==> src/rtl/tach_pkg.sv <==
// Shared constants for the tachometer period counter.
// Assumes the reading width is the same everywhere in the block.
package tach_pkg;
    parameter int TACH_CNT_W = 16;
    parameter int TACH_SYNC_STAGES = 2;
endpackage

==> src/rtl/tach_edge_pair.sv <==
// Brings the raw tachometer line into the clk domain and finds its rising edges.
// Raises latch_evt on every second rising edge seen since reset.
// Assumes each tachometer level lasts at least two clk cycles.
module tach_edge_pair #(
    parameter int STAGES = tach_pkg::TACH_SYNC_STAGES
) (
    input  logic clk,
    input  logic rst_n,
    input  logic tach_in,
    output logic rise,
    output logic latch_evt
);
    logic [STAGES-1:0] sync_q;
    logic              prev_q;
    logic              half_q;

    // Synchronizer shift chain plus a copy of the last synchronized level.
    always_ff @(posedge clk) begin
        if (!rst_n) begin
            sync_q <= '0;
            prev_q <= 1'b0;
        end else begin
            sync_q <= {sync_q[STAGES-2:0], tach_in};
            prev_q <= sync_q[STAGES-1];
        end
    end

    assign rise      = sync_q[STAGES-1] & ~prev_q;
    assign latch_evt = rise & half_q;

    // Tracks which rising edge of the pair comes next.
    always_ff @(posedge clk) begin
        if (!rst_n)    half_q <= 1'b0;
        else if (rise) half_q <= ~half_q;
    end

    assert_rise_single_R1: assert property (@(posedge clk) disable iff (!rst_n)
        rise |=> !rise);
    assert_latch_alternate_R1: assert property (@(posedge clk) disable iff (!rst_n)
        latch_evt |=> !half_q);
endmodule

==> src/rtl/tach_ref_counter.sv <==
// Counts reference ticks and stops at the all-ones value.
// A clear has priority over a tick that arrives in the same cycle.
module tach_ref_counter #(
    parameter int CNT_W = tach_pkg::TACH_CNT_W
) (
    input  logic             clk,
    input  logic             rst_n,
    input  logic             clr,
    input  logic             tick,
    output logic [CNT_W-1:0] cnt,
    output logic             sat
);
    localparam logic [CNT_W-1:0] CNT_MAX = '1;

    assign sat = (cnt == CNT_MAX);

    // Saturating up-counter, cleared at each latch.
    always_ff @(posedge clk) begin
        if (!rst_n)           cnt <= '0;
        else if (clr)         cnt <= '0;
        else if (tick && !sat) cnt <= cnt + 1'b1;
    end

    assert_no_wrap_R3: assert property (@(posedge clk) disable iff (!rst_n)
        (sat && !clr) |=> sat);
    assert_restart_R2: assert property (@(posedge clk) disable iff (!rst_n)
        clr |=> (cnt == '0));
endmodule

==> src/rtl/tach_reading_reg.sv <==
// Holds the latched period, the stall flag and the limit comparison.
// Assumes min_limit is stable or changes only under software control.
module tach_reading_reg #(
    parameter int CNT_W = tach_pkg::TACH_CNT_W
) (
    input  logic             clk,
    input  logic             rst_n,
    input  logic             latch_evt,
    input  logic             sat,
    input  logic [CNT_W-1:0] cnt,
    input  logic [CNT_W-1:0] min_limit,
    output logic [CNT_W-1:0] reading,
    output logic             stall,
    output logic             fan_fail,
    output logic             in_range
);
    localparam logic [CNT_W-1:0] CNT_MAX = '1;

    // Capture the count on a latch; force all-ones on saturation.
    always_ff @(posedge clk) begin
        if (!rst_n) begin
            reading <= '0;
            stall   <= 1'b0;
        end else if (latch_evt) begin
            reading <= cnt;
            stall   <= sat;
        end else if (sat) begin
            reading <= CNT_MAX;
            stall   <= 1'b1;
        end
    end

    // Limit comparison, a level that follows the reading and the limit.
    always_comb begin
        fan_fail = (reading > min_limit);
        in_range = !fan_fail;
    end

    assert_stall_on_sat_R4: assert property (@(posedge clk) disable iff (!rst_n)
        sat |=> stall);
    assert_stall_reading_R4: assert property (@(posedge clk) disable iff (!rst_n)
        stall |-> (reading == CNT_MAX));
    assert_reading_hold_R10: assert property (@(posedge clk) disable iff (!rst_n)
        (!latch_evt && !sat) |=> $stable(reading));
endmodule

==> src/rtl/tach_period_meter.sv <==
// Top level: synchronizer and edge pairing, reference counter, reading register.
// Expects ref_tick to be a one-cycle enable at the reference rate.
module tach_period_meter #(
    parameter int CNT_W  = tach_pkg::TACH_CNT_W,
    parameter int STAGES = tach_pkg::TACH_SYNC_STAGES
) (
    input  logic             clk,
    input  logic             rst_n,
    input  logic             tach_in,
    input  logic             ref_tick,
    input  logic [CNT_W-1:0] min_limit,
    output logic [CNT_W-1:0] reading,
    output logic             stall,
    output logic             fan_fail,
    output logic             in_range
);
    logic             rise;
    logic             latch_evt;
    logic [CNT_W-1:0] cnt;
    logic             sat;

    tach_edge_pair #(.STAGES(STAGES)) edge_i (
        .clk(clk), .rst_n(rst_n), .tach_in(tach_in),
        .rise(rise), .latch_evt(latch_evt)
    );

    tach_ref_counter #(.CNT_W(CNT_W)) cnt_i (
        .clk(clk), .rst_n(rst_n), .clr(latch_evt), .tick(ref_tick),
        .cnt(cnt), .sat(sat)
    );

    tach_reading_reg #(.CNT_W(CNT_W)) rd_i (
        .clk(clk), .rst_n(rst_n), .latch_evt(latch_evt), .sat(sat),
        .cnt(cnt), .min_limit(min_limit), .reading(reading),
        .stall(stall), .fan_fail(fan_fail), .in_range(in_range)
    );

    assert_latch_needs_rise_R1: assert property (@(posedge clk) disable iff (!rst_n)
        latch_evt |-> rise);
    assert_fail_tracks_R6: assert property (@(posedge clk) disable iff (!rst_n)
        stall |-> (fan_fail || min_limit == '1));
endmodule

==> config.mk <==
export PLATFORM = sky130hd
export DESIGN_NAME = tach_period_meter
export DESIGN_NICKNAME = d
export VERILOG_FILES = /design/src/rtl/tach_pkg.sv /design/src/rtl/tach_edge_pair.sv /design/src/rtl/tach_ref_counter.sv /design/src/rtl/tach_reading_reg.sv /design/src/rtl/tach_period_meter.sv
export SDC_FILE = /design/constraint.sdc
export NUM_CORES = 1
export LEC_CHECK = 0
export BUFFER_PORTS_ARGS = -buffer_cell sky130_fd_sc_hd__buf_4
export CAP_MARGIN = 20
export CORE_UTILIZATION = 56
export CTS_BUF_LIST = sky130_fd_sc_hd__clkbuf_8
export CTS_CLUSTER_SIZE = 24
export DETAILED_ROUTE_END_ITERATION = 16
export PLACE_DENSITY = 0.81
export SETUP_SLACK_MARGIN = 0.4
export SLEW_MARGIN = 10
export SYNTH_ARGS = -nofsm -noshare
export SYNTH_HDL_FRONTEND = slang
export SYNTH_SLANG_ARGS = --single-unit
==> constraint.sdc <==
create_clock -name clk -period 2.11 [get_ports clk]
set_input_delay 0.211 -clock clk [delete_from_list [all_inputs] [get_ports clk]]
set_output_delay 0.211 -clock clk [all_outputs]
set_load 0.05 [all_outputs]
==> run_results.csv <==
group,metric,value,unit
worst_setup_path,cp_data_arrival_time,2040,ps
sta,tightestPinTransition,975,ps
worst_setup_path,crit_type,"reg2out",
synth,ys_warn_count,0,
sta,slew_headroom,34.8,%
die,start_util,61.2,%
worst_setup_path,worstPathRequired,1900,ps
detailed_routing,postRouteAntennaNets,0,
placement,pre_cts_slack,38.2,ps
die,die_h,60.7,µm
cells_and_area,fin_util,88.2,%
clock_tree,htree_num_levels,2,
cells_and_area,area_growth,44.2,%
sta,rsz0062_at_grt,"true",
worst_setup_path,crit_path_start_kind,"register",
die,die_area,3680,µm²
detailed_routing,routedWlPerCell,15.7,µm
die,design.core.area,3150,µm²
die,core.rowCount,20,
detailed_routing,dr_total_vias,2002,
synth,syn_area_per_cell,8.14,µm²
grt,grt_max_degree,24,
clock_tree,cts_tree,"done",
grt,grt_pass1_wl,7670,µm
cells_and_area,insertedDiodeCount,0,
pwr,power_density,476,nW/µm²
placement,place.gp.congestion,0.841,
sta,fin_crit,2250,ps
synth,netlist_instances,237,
detailed_routing,drt_wl_total,5270,µm
clock_tree,clock_latency,290,ps
sta,finalWorstSetupSlack,-136,ps
synth,yosysSeqAreaShare,38.4,%
sta,finalCritPeriodShare,106,%
detailed_routing,drc,0,
grt,grt_overflow,0,
flow_run,drv_cap,0,
status,outcome,"finished, violations left",
grt,track_usage,28.5,%
worst_setup_path,critPathMaxFanout,2,
worst_setup_path,cp-end-kind,"output pin",
synth,synth_nets,274,
clock_tree,cts_sinks,37,
cells_and_area,final_cell_mix,"51 x buf_4, 24 x o21ai_0, 23 x nor2_1",
detailed_routing,drt_iter0_drc,60,
detailed_routing,dr.pass1.iters,4,
worst_setup_path,r2r_start,"cnt_i.cnt[4]$_SDFFE_PP0P_",
clock_tree,cts_root_buffer,"clkbuf_8",
synth,syn_area,1930,µm²
placement,port-buffer-count,38,
sta,fin_skew,6.51,ps
synth,synth.distinct_cells,37,
sta,slew_viol_final,0,
sta,fmax,445,MHz
pwr,power_leakage,0.00114,µW
pwr,max-vdd-ir-drop,0.000563,V
clock_tree,clockBufferDepth,2,
die,ios,39,
placement,dp_hpwl,3210,µm
grt,grt_pass1_vias,1757,
grt,grt_antenna_before_repair,0,
cells_and_area,layout_commonest_cell,"buf_4",
clock_tree,cts_buffers,5,
status,violations,"negative setup slack",
clock_tree,clkSlewWorstSetupHoldPaths,70,ps
die,die_w,60.7,µm
worst_setup_path,crit_start,"rd_i.reading[11]$_SDFFE_PN0P_",
cells_and_area,drive_above_1_share,38.4,%
sta,hold_violations,0,
synth,ys_seq_elements,37,
sta,setup_viol,2,
min_path,hp-start,"tach_in",
detailed_routing,viasPerCell,5.96,
min_path,hp-class,"in2reg",
cells_and_area,final_net_count,328,
==> through the flow <==
stage | instance area [µm²] | std cells | setup TNS, ps | hold WS [ps] | power (µW)
after floorplan | 2130 | 237 | 0 | 338 | 811
after global routing | 2780 | 336 | -330 | 139 | 1380
final | 2780 | 336 | -189 | 128 | 1320
after detailed placement | 2480 | 315 | 0 | 424 | 864
after global placement | 2480 | 315 | 0 | 421 | 859
after CTS | 2670 | 328 | -195 | 119 | 1330
==> where the power goes <==
part / switching [µW] / internal [µW]
combinational: 81.3 / 73.0
clock: 238 / 224
sequential: 14.4 / 693
==> cells by family (layout without fill, tap and decap cells) <==
kind of cell,Yosys count,after routing,synth area share (%)
AO/OA/AOI/OAI,57,57,17.5
XOR/XNOR,2,2,0.909
adder cells (fa/ha/maj),17,17,11.0
buffers and inverters,29,84,5.78
flip-flops,37,37,38.4
multiplexers,1,1,0.519
AND/OR/NAND/NOR,94,94,25.8
==> routing by layer <==
metal  GRT usage (%)  part of all wire [%]  vias up
li1                -                     -      966
met1            34.4                    42      931
met2            47.7                    49       87
met3            9.38                   6.6       18
met4            9.74                   2.3        0
met5               0                     0        -
==> critical path: stages (launching register included) <==
cell	delay (ps)
dfxtp_4	350
ha_4	230
nand4_1	170
nor2_1	80
a221o_1	390
o31a_4	370
buf_8	150
==> state kept, by name (all words and copies together), names as in the netlist <==
name,count
cnt_i.cnt,16
rd_i.reading,16
edge_i.sync_q,2
edge_i.half_q,1
edge_i.prev_q,1
rd_i.stall,1
==> final timing paths <==
| kind | to | slack [ps] | cells after the start |
|---|---|---|---|
| setup / recovery | fan_fail | -140 | 6 |
| hold / removal | edge_i.sync_q[0]$_SDFF_PN0_ | 130 | 2 |
| setup reg to reg | cnt_i.cnt[15]$_SDFFE_PP0P_ | 400 | 4 |
| hold reg to reg | edge_i.sync_q[1]$_SDFF_PN0_ | 450 | 1 |
==> area by class of cell <==
| class | count | area, µm² |
|---|---|---|
| sequential | 37 | 812 |
| timing repair buffer | 55 | 425 |
| clock buffer | 5 | 68.8 |
| fill | 167 | 373 |
| multi-input combinational | 171 | 1330 |
| clock inverter | 3 | 13.8 |
| inverter | 21 | 78.8 |
| tap | 44 | 55.1 |
==> synth_stat cells (all sizes together) <==
cell / number / area (µm²)
dfxtp: 37 / 741
o21ai: 25 / 125
nor2: 23 / 86.3
inv: 21 / 78.8
nor3: 21 / 105
ha: 17 / 213
a21oi: 15 / 75.1
nand2: 10 / 37.5
clkbuf: 7 / 27.5
or3: 7 / 43.8
and2: 6 / 37.5
nand3: 6 / 30.0
nand4: 6 / 52.6
nor4: 4 / 31.3
and3: 3 / 18.8
nor2b: 3 / 18.8
o31ai: 3 / 22.5
o41ai: 3 / 26.3
or4: 3 / 22.5
a31oi: 2 / 12.5
o311ai: 2 / 17.5
a211oi: 1 / 7.51
a21boi: 1 / 7.51
a21o: 1 / 7.51
a221o: 1 / 10.0
a41oi: 1 / 8.76
buf: 1 / 5.00
mux2i: 1 / 10.0
nand2b: 1 / 6.26
nand3b: 1 / 7.51
o2111ai: 1 / 8.76
o31a: 1 / 8.76
xnor2: 1 / 8.76
xor2: 1 / 8.76
==> repair_timing <==
| item | in CTS | in global routing |
|---|---|---|
| gates cloned | 0 | 1 |
| buffers inserted | 5 | 7 |
| pin swaps | 14 | 11 |
| gates resized for setup | 18 | 14 |
| hold buffers | 0 | 0 |
| setup endpoints to repair | 30 | 31 |
Power figures use the tool's default switching activity.
